===== config.mk =====
export PLATFORM = sky130hd
export DESIGN_NAME = serial_cfg_loader
export DESIGN_NICKNAME = d
export VERILOG_FILES = /design/src/rtl/cfg_loader_pkg.sv /design/src/rtl/pin_sync.sv /design/src/rtl/frame_shifter.sv /design/src/rtl/cfg_regfile.sv /design/src/rtl/serial_cfg_loader.sv
export SDC_FILE = /design/constraint.sdc
export NUM_CORES = 1
export LEC_CHECK = 0
export ABC_AREA = 0
export ABC_CLOCK_PERIOD_IN_PS = 2400
export BUFFER_PORTS_ARGS = -buffer_cell sky130_fd_sc_hd__buf_2
export CORE_AREA = 2 2 90 92
export CTS_CLUSTER_DIAMETER = 150
export DETAILED_ROUTE_END_ITERATION = 6
export DIE_AREA = 0 0 92 94
export PLACE_DENSITY = 0.79
export SYNTH_ARGS = -nofsm -noshare
export SYNTH_HDL_FRONTEND = slang
export SYNTH_SLANG_ARGS = --single-unit
export TNS_END_PERCENT = 30

===== constraint.sdc =====
create_clock -name clk_i -period 2.4 [get_ports clk_i]
set_input_delay 0.48 -clock clk_i [delete_from_list [all_inputs] [get_ports clk_i]]
set_output_delay 0.48 -clock clk_i [all_outputs]
set_load 0.01 [all_outputs]

===== src/rtl/cfg_loader_pkg.sv =====
package cfg_loader_pkg;
  parameter int ADDR_W   = 3;
  parameter int DATA_W   = 8;
  parameter int NREG     = 2 ** ADDR_W;
  parameter int FRAME_W  = ADDR_W + DATA_W;
  parameter int CNT_W    = $clog2(FRAME_W + 1);
  parameter int PIN_LD   = 7;
  parameter int PIN_SDA  = 6;
  parameter int PIN_SCK  = 5;
  parameter logic [ADDR_W-1:0] MODE_ADDR = ADDR_W'(6);
  parameter int RST_BIT  = 6;
  parameter int PD_BIT   = 7;
  parameter logic [DATA_W-1:0] CFG_MASK   = DATA_W'(8'h21);
  parameter logic [DATA_W-1:0] OFFSET_DEF = DATA_W'(8'h40);
  parameter int NUM_CH   = 3;

  function automatic logic [DATA_W-1:0] reg_default(input int idx);
    if (idx < 2 * NUM_CH && idx[0]) return OFFSET_DEF;
    return '0;
  endfunction

  function automatic logic [NREG*DATA_W-1:0] bank_default();
    logic [NREG*DATA_W-1:0] v;
    for (int k = 0; k < NREG; k++) v[k*DATA_W +: DATA_W] = reg_default(k);
    return v;
  endfunction
endpackage


===== src/rtl/pin_sync.sv =====
module pin_sync #(
  parameter int         W      = 3,
  parameter int         STAGES = 2,
  parameter logic [W-1:0] RST_VAL = '0
) (
  input  logic         clk_i,
  input  logic         rst_ni,
  input  logic [W-1:0] d_i,
  output logic [W-1:0] sync_o,
  output logic [W-1:0] prev_o
);
  logic [W-1:0] stage_q [STAGES];
  logic [W-1:0] prev_q;

  always_ff @(posedge clk_i or negedge rst_ni) begin
    if (!rst_ni) begin
      for (int s = 0; s < STAGES; s++) stage_q[s] <= RST_VAL;
      prev_q <= RST_VAL;
    end else begin
      stage_q[0] <= d_i;
      for (int s = 1; s < STAGES; s++) stage_q[s] <= stage_q[s-1];
      prev_q <= stage_q[STAGES-1];
    end
  end

  assign sync_o = stage_q[STAGES-1];
  assign prev_o = prev_q;
endmodule


===== src/rtl/frame_shifter.sv =====
module frame_shifter
  import cfg_loader_pkg::*;
(
  input  logic              clk_i,
  input  logic              rst_ni,
  input  logic              sync_i,
  input  logic              ld_fall_i,
  input  logic              ld_rise_i,
  input  logic              sck_rise_i,
  input  logic              sda_i,
  output logic              wr_en_o,
  output logic [ADDR_W-1:0] wr_addr_o,
  output logic [DATA_W-1:0] wr_data_o,
  output logic [CNT_W-1:0]  cnt_o
);
  logic [FRAME_W-1:0] shift_q;
  logic [CNT_W-1:0]   cnt_q;
  logic               act_q;
  logic               full;

  assign full = (cnt_q == CNT_W'(FRAME_W));

  always_ff @(posedge clk_i or negedge rst_ni) begin
    if (!rst_ni) begin
      shift_q <= '0;
      cnt_q   <= '0;
      act_q   <= 1'b0;
    end else if (!sync_i) begin
      shift_q <= '0;
      cnt_q   <= '0;
      act_q   <= 1'b0;
    end else if (ld_fall_i) begin
      shift_q <= '0;
      cnt_q   <= '0;
      act_q   <= 1'b1;
    end else if (ld_rise_i) begin
      act_q   <= 1'b0;
    end else if (act_q && sck_rise_i && !full) begin
      shift_q <= {shift_q[FRAME_W-2:0], sda_i};
      cnt_q   <= cnt_q + 1'b1;
    end
  end

  assign wr_en_o   = sync_i && act_q && ld_rise_i && full;
  assign wr_addr_o = shift_q[FRAME_W-1 -: ADDR_W];
  assign wr_data_o = shift_q[DATA_W-1:0];
  assign cnt_o     = cnt_q;
endmodule


===== src/rtl/cfg_regfile.sv =====
module cfg_regfile
  import cfg_loader_pkg::*;
(
  input  logic                   clk_i,
  input  logic                   rst_ni,
  input  logic                   wr_en_i,
  input  logic [ADDR_W-1:0]      wr_addr_i,
  input  logic [DATA_W-1:0]      wr_data_i,
  output logic [NREG*DATA_W-1:0] bank_o
);
  logic [DATA_W-1:0] regs_q [NREG];
  logic is_mode;

  assign is_mode = (wr_addr_i == MODE_ADDR);

  always_ff @(posedge clk_i or negedge rst_ni) begin
    if (!rst_ni) begin
      for (int k = 0; k < NREG; k++) regs_q[k] <= reg_default(k);
    end else if (wr_en_i) begin
      if (is_mode && wr_data_i[RST_BIT]) begin
        for (int k = 0; k < NREG; k++) regs_q[k] <= reg_default(k);
      end else if (is_mode && wr_data_i[PD_BIT]) begin
        regs_q[wr_addr_i] <= wr_data_i & ~CFG_MASK;
      end else begin
        regs_q[wr_addr_i] <= wr_data_i;
      end
    end
  end

  for (genvar g = 0; g < NREG; g++) begin : g_out
    assign bank_o[g*DATA_W +: DATA_W] = regs_q[g];
  end
endmodule


===== src/rtl/serial_cfg_loader.sv =====
module serial_cfg_loader
  import cfg_loader_pkg::*;
#(
  parameter int SYNC_STAGES = 2
) (
  input  logic                   clk_i,
  input  logic                   rst_ni,
  input  logic                   sync_i,
  input  logic [DATA_W-1:0]      bus_data_i,
  input  logic [DATA_W-1:0]      bus_pad_i,
  output logic [DATA_W-1:0]      bus_pad_o,
  output logic                   bus_oe_o,
  output logic [NREG*DATA_W-1:0] cfg_o
);
  localparam logic [2:0] PIN_IDLE = 3'b100;  // load strobe idles high

  logic [2:0] pins_s, pins_p;
  logic ld_fall, ld_rise, sck_rise;
  logic wr_en;
  logic [ADDR_W-1:0] wr_addr;
  logic [DATA_W-1:0] wr_data;
  logic [CNT_W-1:0]  bit_cnt;

  // serial mode releases the bus
  assign bus_oe_o  = !sync_i;
  assign bus_pad_o = bus_data_i;

  pin_sync #(.W(3), .STAGES(SYNC_STAGES), .RST_VAL(PIN_IDLE)) u_sync (
    .clk_i  (clk_i),
    .rst_ni (rst_ni),
    .d_i    ({bus_pad_i[PIN_LD], bus_pad_i[PIN_SDA], bus_pad_i[PIN_SCK]}),
    .sync_o (pins_s),
    .prev_o (pins_p)
  );

  assign ld_fall  = !pins_s[2] &&  pins_p[2];
  assign ld_rise  =  pins_s[2] && !pins_p[2];
  assign sck_rise =  pins_s[0] && !pins_p[0];

  frame_shifter u_shift (
    .clk_i      (clk_i),
    .rst_ni     (rst_ni),
    .sync_i     (sync_i),
    .ld_fall_i  (ld_fall),
    .ld_rise_i  (ld_rise),
    .sck_rise_i (sck_rise),
    .sda_i      (pins_s[1]),
    .wr_en_o    (wr_en),
    .wr_addr_o  (wr_addr),
    .wr_data_o  (wr_data),
    .cnt_o      (bit_cnt)
  );

  cfg_regfile u_regs (
    .clk_i     (clk_i),
    .rst_ni    (rst_ni),
    .wr_en_i   (wr_en),
    .wr_addr_i (wr_addr),
    .wr_data_i (wr_data),
    .bank_o    (cfg_o)
  );
endmodule


======== After elaboration in Yosys (flattened, before gate mapping) ========
Index checks and enable logic that the tools add are counted.
word-level totals
  flip-flop bits (word level) ............. 89
  word-level logic and storage cells ...... 60
operators by class
  add/sub/neg operators ................... 1
  $lt $le $gt $ge ......................... 2
  eq/ne operators ......................... 5
  muxes and demuxes ....................... 20
  bitwise operators ....................... 1
  reduce and logical (&&, ||, !) cells .... 17
operator list
  operator               count
  $bwmux W64             2
  $mux W64               2
  $mux W11               4
  $demux W8 S3           1
  $mux W4                4
  $logic_and A1 B1 Y1    11
  $mux W8                1
  $mux W7                1
  $ne A3 B1 Y1 const B   2
  $logic_not A1 Y1       5
  $mux W1                5
  $add A4 B1 Y4 const B  1
  $eq A4 B4 Y1 const B   1
  $ge A4 B4 Y1 const B   1
  $lt A4 B1 Y1 const B   1
  $not A3 Y4             1
  $eq A3 B3 Y1 const B   1
  $ne A3 B3 Y1 const B   1
  $reduce_and A2 Y1      1

======== Depth between registers and ports, before layout ========
Gate-level depths: netlist (run 1).
  depth in word-level cells ............... 8
  mapped depth ............................ 6
  depth with buffers taken out ............ 4

======== By module ========
Synthesis (run 1) repeated with hierarchy kept, for this count alone.
unflattened totals
  cell total of the unflattened synthesis .. 313
  area total of the unflattened synthesis .. 3804.9 um2
modules (own cells, without submodules)
  module             instances  cells an instance  area each (um2)  sequential area each (um2)
  cfg_regfile        1          225                2722.6           1605.3
  frame_shifter      1          64                 745.7            400.4
  pin_sync           1          12                 251.5            229.0
  serial_cfg_loader  1          12                 85.1             0.0

======== Worst setup path after synthesis (run 1) ========
OpenSTA, ideal clock, no wires.
  kind .................................... reg2reg
  from .................................... register u_shift.cnt_q[0] (netlist: u_shift.cnt_o[0])
  to ...................................... register u_shift.shift_q[2]
  library setup time ...................... 0.079 ns
  arrival time ............................ 1.680 ns
  data required time ...................... 2.321 ns
  slack ................................... 0.641 ns
  cell stages (with the launch flop) ...... 7
  path buffers ............................ 2
  path through ............................ dfrtp_1 > ha_1 > and3b_1 > buf_6 > nor4_4 > buf_6 > mux2i_1
between the ends
  word-level cells in the longest chain between the ends .. 5
ends and longest elaborated chain
  what                                RTL line             text
  start, declared                     frame_shifter.sv:17  logic [CNT_W-1:0] cnt_q;
  start signal, assigned              frame_shifter.sv:40  cnt_q <= cnt_q + 1'b1;
  $eq A4 B4 Y1                        frame_shifter.sv:21  assign full = (cnt_q == CNT_W'(FRAME_W));
  $logic_not A1 Y1                    frame_shifter.sv:38  end else if (act_q && sck_rise_i && !full) begin
  $logic_and A1 B1 Y1                 frame_shifter.sv:38
  $ne A3 B1 Y1 (no source line)       n/a
  $reduce_and A2 Y1 (no source line)  n/a
  end signal, assigned                frame_shifter.sv:39  shift_q <= {shift_q[FRAME_W-2:0], sda_i};
  end, declared                       frame_shifter.sv:16  logic [FRAME_W-1:0] shift_q;
No other way between the ends.
A chain may end at the register's enable or synchronous reset.

======== Final worst setup path (run 1) ========
  from .................................... register u_shift.cnt_q[0] (netlist: u_shift.cnt_o[0])
  to ...................................... register u_regs.regs_q, in the netlist u_regs.bank_o[6]
between the ends
  word-level cells in the longest chain between the ends .. 2
ends and longest elaborated chain
  what                           RTL line             text
  $eq A4 B4 Y1                   frame_shifter.sv:21
  $logic_and A1 B1 Y1            frame_shifter.sv:44  assign wr_en_o = sync_i && act_q && ld_rise_i && full;
  end signal, assigned by index  cfg_regfile.sv:23    regs_q[wr_addr_i] <= wr_data_i & ~CFG_MASK;
  end signal, assigned by index  cfg_regfile.sv:25    regs_q[wr_addr_i] <= wr_data_i;
  end, declared                  cfg_regfile.sv:11    logic [DATA_W-1:0] regs_q [NREG];
No other way between the ends.

==> summary.txt, run 1 <==
Final hold vios - 0
Tmin final - 1.98 ns
Unique masters post-synth - 49
Max_cap viols - 0
Total CTS buffers - 9
Cts hold-fix bufs - 1
Slew Limit Fails - 0
Post CTS Setup Buffer Count - 0
Hold slack - 0.208 ns
Chip height - 94 um
Antenna cell count - 0
Initial antenna violation count - 0
Crit path required time - 2.67 ns
Status - complete, no violations
Synthesis Warnings - 0
Aggregate routed wire length - 9510 um
Crit path kind - reg2reg
Post-synth top flop - dfrtp_1
Core area - 7610 sq um
GR Overflow Total - 0
Avg WL per Cell - 18.1 um
Post-synth ARST share - 100%
GRT Util Overall - 22.6%
CP max FO - 21
Resized cells post-CTS - 0
Vias per cell - 5.86
Clock Power Share - 42.8%
Die area - 8650 sq um
Remaining DRCs - 0
Antenna Violating Nets Remaining - 0
Arrival time worst endpoint - 2.25 ns
Post-DP Area - 4440 sq um
Ports - 92
Setup TNS - 0 ns
Root Buffer - clkbuf_8
Final setup fails - 0
Worst VDD drop - 0.000305 V
Placed wire-length estimate - 6450 um
Post-Syn Area per Cell - 11.1 sq um
Clock Skews - 0.0115 ns
Combinational cell fraction of total power - 2.6%
Synth top area cells - dfrtp_1 51%, o41ai_1 5.2%, dfstp_2 3.9%, mux2i_1 3.5%, o21ai_0 3.5%
Fin crit share - 82.4%
H-tree Lvls - 3
Reg clk slew, reported paths - 0.09 ns
Synthesized area - 4040 sq um
Max Clock Freq - 506 MHz
Fin nets - 440
Cells after synthesis - 362
Cell Pwr Density - 587 nW/um^2
CTS tree - built
# rows - 32
First-pass DRT Iterations - 4
Die W - 92 um
Iter 0 DRT Violations - 255
CTS Sinks - 88
Largest net degree at the start of global routing - 48
Unrepaired setup endpoints after global routing - no
Mapped Nets - 382
P&R area growth vs syn - 16.0%
Worst Tran Pin Value - 0.705 ns
Part of the Yosys area used for sequential elements - 54.8%
Gpl congestion - 0.845
Int Power - 2.16 mW
EDFF count, synth - 0
Max_slew headroom - 53.0%
First-pass GRT wire length - 15,200 um
CTS Buffer Depth - 2
Part of the power in registers - 54.6%
Worst min path class - in2reg
Net Sw Power - 0.588 mW
Proportion of layout cells with a drive suffix above 1 - 29.6%
Switching share of power - 21.4%
Fin area - 4680 sq um
Synth area leader - dfrtp_1
Clock latency at the later pin of the worst-skew pair - 0.37 ns
Starting Density - 53.0%
Seq cells post-synth - 88
CP Launch Type - register
CP Capture Type - register
Fillers - 639
Routed via count - 3,090
P_leak - 2.24 nW
PortBufs - 70
Vias in the first global route - 2,995
Yosys top cell area share - 50.9%
power by group through the flow:
stage               registers, mW  clock network, mW  logic, mW
floorplan                    1.53                  0     0.0412
finish                       1.50               1.17     0.0715
global placement             1.53                  0     0.0701
detailed placement           1.53                  0     0.0722
global route                 1.50               1.25     0.0824
CTS                          1.50               1.19     0.0739
registers in the layout (all words and copies together), names as in the netlist:
name and cells:
u_sync.prev_o 2, u_sync.stage_q 3, u_shift.shift_q 11, u_sync.sync_o 3
u_shift.act_q 1, u_regs.bank_o 64, u_shift.cnt_o 4
Yosys cell counts (all sizes together) (5+ instances only):
| master | count |
|---|---|
| dfrtp | 82 |
| o21ai | 31 |
| buf | 26 |
| inv | 26 |
| o41ai | 24 |
| nand3 | 18 |
| nand4 | 18 |
| a22o | 15 |
| clkbuf | 14 |
| mux2i | 14 |
| nor3 | 11 |
| a21oi | 10 |
| mux2 | 7 |
| o21bai | 7 |
| dfstp | 6 |
| nor2 | 6 |
| nor2b | 6 |
| nor4 | 5 |
worst max-delay path, cell delays in order (launching register included):
cell and delay [ns]:
dfrtp_1 0.39, ha_1 0.28, nor4bb_4 0.49, buf_4 0.33
a21oi_1 0.10, nor4_1 0.29
final timing paths:
check                                       start                end  slack (ns)  cells after the start
worst max-delay path             u_shift.cnt_o[0]   u_regs.bank_o[6]        0.42                      5
worst min-delay path                 bus_pad_i[7]  u_sync.stage_q[5]        0.21                      1
worst max register to register   u_shift.cnt_o[0]   u_regs.bank_o[6]        0.42                      5
worst min register to register  u_sync.stage_q[3]   u_sync.sync_o[0]        0.36                      0
max in group asynchronous                  rst_ni  u_regs.bank_o[32]        1.30                      3
min in group asynchronous                  rst_ni   u_regs.bank_o[7]        0.50                      2
metrics by stage:
| stage | instances | utilization, % | power (mW) | worst slack [ns] |
|---|---|---|---|---|
| floorplan | 362 | - | 1.57 | 0.641 |
| global placement | 510 | 58.4 | 1.60 | 0.505 |
| detailed placement | 510 | 58.4 | 1.60 | 0.448 |
| CTS | 527 | 61.5 | 2.77 | 0.443 |
| global route | 527 | 61.5 | 2.84 | 0.301 |
| finish | 527 | 61.5 | 2.75 | 0.424 |
metal layers:
layer  wire length [um]  global-route usage [%]  vias up
li1                   -                       -     1459
met1               4110                    30.3     1505
met2               4530                    35.4      109
met3                687                    4.98       17
met4                180                    9.83        0
met5                  0                       0        -
layout make-up:
type / count / area, sq um / share of cell area (%)
clock buffer: 12 / 155 / 3.31
clock inverter: 4 / 76.3 / 1.63
inverter: 28 / 105 / 2.24
multi-input combinational: 205 / 1510 / 32.1
sequential: 88 / 2210 / 47.2
tap: 102 / 128 / 2.73
timing repair buffer: 88 / 503 / 10.7
placed cells by master, fill, tap and decap left out, drive strengths merged, types with 3 or more instances in the layout:
cell	n
nor2b	6
nor2	6
a21oi	10
o41ai	24
mux2	7
nand4	18
nor3	11
nand3b	3
clkbuf	12
buf	87
inv	26
o21ai	31
clkinv	3
mux2i	14
nand3	18
dfstp	6
and3b	3
o21bai	7
dfrtp	82
nor4	5
a22o	15
and4b	3
cells by family (layout without fill, tap and decap cells):
family                   count (synthesis)  in the layout  synth area share [%]
AO/OA/AOI/OAI                           93             93                  16.2
AND/OR/NAND/NOR                         90             90                  15.0
flip-flops                              88             88                  54.8
buffers and inverters                   69            132                  8.31
multiplexers                            21             21                  5.43
adder cells (fa/ha/maj)                  1              1                 0.310
Note: power is estimated with default switching activity, not from simulation.
==> run 2, diff against run 1 <==
--- a/config.mk
+++ b/config.mk
@@ -6,7 +6,7 @@
 export NUM_CORES = 1
 export LEC_CHECK = 0
 export ABC_AREA = 0
-export ABC_CLOCK_PERIOD_IN_PS = 2400
+export ABC_CLOCK_PERIOD_IN_PS = 2000
 export BUFFER_PORTS_ARGS = -buffer_cell sky130_fd_sc_hd__buf_2
 export CORE_AREA = 2 2 90 92
 export CTS_CLUSTER_DIAMETER = 150
==> constraint.sdc (replaced) <==
create_clock -name clk_i -period 2 [get_ports clk_i]
set_input_delay 0.4 -clock clk_i [delete_from_list [all_inputs] [get_ports clk_i]]
set_output_delay 0.4 -clock clk_i [all_outputs]
set_load 0.01 [all_outputs]
==> run 2 against run 1 <==
Core utilization up 0.62 points. Via count up 2.1%. Maximum frequency up 4.7%. Clock skew down 0.0017 ns. Clock power up 17%. Critical path depth up 1. Sequential power up 20%. Final cell count up 0.95%. Count of clock-buffer cells in the layout down 1. Hold slack worse by 0.075 ns. Largest cell class unchanged. Largest power group unchanged.
==> summary.txt, run 2 (synthesis results as in run 1) <==
Root Buffer - clkbuf_8 (unchanged)
Remaining DRCs - 0 (unchanged)
P_leak - 2.27 nW (was 2.24 nW)
Max Clock Freq - 530 MHz (was 506 MHz)
H-tree Lvls - 3 (unchanged)
Max_cap viols - 0 (unchanged)
Tmin final - 1.89 ns (was 1.98 ns)
CP max FO - 25 (was 21)
CTS Buffer Depth - 2 (unchanged)
Chip height - 94 um (unchanged)
CP Launch Type - register (unchanged)
Vias in the first global route - 3,019 (was 2,995)
Clock Skews - 0.00979 ns (was 0.0115 ns)
Crit path kind - reg2reg (unchanged)
Aggregate routed wire length - 9600 um (was 9510 um)
Clock latency at the later pin of the worst-skew pair - 0.37 ns (about the same)
Largest net degree at the start of global routing - 39 (was 48)
Arrival time worst endpoint - 2.12 ns (was 2.25 ns)
PortBufs - 70 (unchanged)
CTS Sinks - 88 (unchanged)
Die area - 8650 sq um (unchanged)
Max reg flops - 64 (unchanged)
CP Capture Type - register (unchanged)
First-pass DRT Iterations - 5 (was 4)
Top Metal Used - met4 (unchanged)
FF/Latch Area - 2210 sq um (unchanged)
Metal1 wirelength - 4100 um (was 4110 um)
Iter 0 DRT Violations - 208 (was 255)
Final setup fails - 0 (unchanged)
# rows - 32 (unchanged)
Worst VDD drop - 0.000412 V (was 0.000305 V)
Leading cell type in the layout, fill and taps excluded - dfrtp_1 (unchanged)
Total CTS buffers - 9 (unchanged)
Initial antenna violation count - 0 (unchanged)
First-pass GRT wire length - 15,400 um (was 15,200 um)
Max_slew headroom - 58.9% (was 53.0%)
Fin area - 4730 sq um (was 4680 sq um)
Post-DP Area - 4480 sq um (was 4440 sq um)
Placed cells - 514 (was 510)
Fin nets - 445 (was 440)
CTS tree - built (unchanged)
Slew Limit Fails - 0 (unchanged)
Antenna Violating Nets Remaining - 0 (unchanged)
Ports - 92 (unchanged)
GRT Util Overall - 22.9% (was 22.6%)
Reg clk slew, reported paths - 0.08 ns (was 0.09 ns)
P&R area growth vs syn - 17.2% (was 16.0%)
Unrepaired setup endpoints after global routing - no (unchanged)
Worst Tran Pin Value - 0.614 ns (was 0.705 ns)
Status - complete, no violations (unchanged)
Placed wire-length estimate - 6440 um (was 6450 um)
Proportion of layout cells with a drive suffix above 1 - 30.9% (was 29.6%)
Met3 WL - 650 um (was 687 um)
Multi-input gate area - 1510 sq um (about the same)
Core area - 7610 sq um (unchanged)
Cell Pwr Density - 690 nW/um^2 (was 587 nW/um^2)
Die W - 92 um (unchanged)
Starting Density - 53.0% (unchanged)
Final Core Density - 62.2% (was 61.5%)
Final hold vios - 0 (unchanged)
Worst min path class - in2reg (unchanged)
Avg WL per Cell - 18.0 um (was 18.1 um)
Crit path required time - 2.23 ns (was 2.67 ns)
Antenna cell count - 0 (unchanged)
Final Instance Count excl. Fillers - 532 (was 527)
Met2 routed WL - 4560 um (was 4530 um)
Total power - 3.26 mW (was 2.75 mW)
GR Overflow Total - 0 (unchanged)
Fin crit share - 94.4% (was 82.4%)
Gpl congestion - 0.834 (was 0.845)
Most frequent cells in the layout - 82 x dfrtp_1, 69 x buf_2, 28 x o21ai_0 (unchanged)
Vias per cell - 5.93 (was 5.86)
Hold slack - 0.132 ns (was 0.208 ns)
Fillers - 609 (was 639)
Routed via count - 3,154 (was 3,090)
[run 2: worst max-delay path: stages (launching register included)]
cell and delay (ns):
dfrtp_1 0.39, ha_1 0.28, nand4bb_1 0.22, buf_4 0.28, nor4_2 0.30, buf_4 0.21, nor3_1 0.06
[run 2: per-stage QoR]
step	setup TNS [ns]	setup WS, ns
floorplan	0	0.241
global placement	0	0.0728
detailed placement	-0.128	-0.0489
CTS	0	0.0212
global route	0	0.00933
finish	0	0.113
[run 2: layout make-up]
class | instances | area share (%)
sequential | 88 | 46.7
tap | 102 | 2.70
timing repair buffer | 93 | 11.7
multi-input combinational | 205 | 32.0
clock buffer | 11 | 2.99
clock inverter | 5 | 1.67
inverter | 28 | 2.22
[run 2: where the power goes]
| part | internal [mW] | switching [mW] | total, mW | leakage (nW) |
|---|---|---|---|---|
| registers | 1.79 | 0.00722 | 1.80 | 1.12 |
| clock network | 0.739 | 0.632 | 1.37 | 0.114 |
| logic | 0.0285 | 0.0643 | 0.0929 | 1.03 |
| total | 2.56 | 0.704 | 3.26 | 2.27 |
[run 2: final timing paths]
| check | from | endpoint | slack [ns] | cells after the start |
|---|---|---|---|---|
| worst max-delay path | u_shift.cnt_o[0] | u_regs.bank_o[0] | 0.11 | 6 |
| worst min-delay path | bus_pad_i[7] | u_sync.stage_q[5] | 0.13 | 1 |
| worst max register to register | u_shift.cnt_o[0] | u_regs.bank_o[0] | 0.11 | 6 |
| worst min register to register | u_sync.stage_q[5] | u_sync.sync_o[2] | 0.36 | 0 |
| max in group asynchronous | rst_ni | u_regs.bank_o[14] | 0.83 | 3 |
| min in group asynchronous | rst_ni | u_regs.bank_o[24] | 0.51 | 2 |
[run 2: repair_timing]
action / in CTS / in global routing
gates resized for setup: 0 / 2
hold endpoints to repair: 29 / 0
pin swaps: 1 / 0
cloned: 0 / 0
hold buffers: 1 / 0
setup endpoints to repair: 10 / 24
setup buffers: 0 / 1
[run 2: metal layers]
metal / global-route usage [%] / vias up
li1: - / 1461
met2: 35.4 / 138
met4: 12.1 / 0
met1: 31.2 / 1532
met3: 3.85 / 23
met5: 0 / -
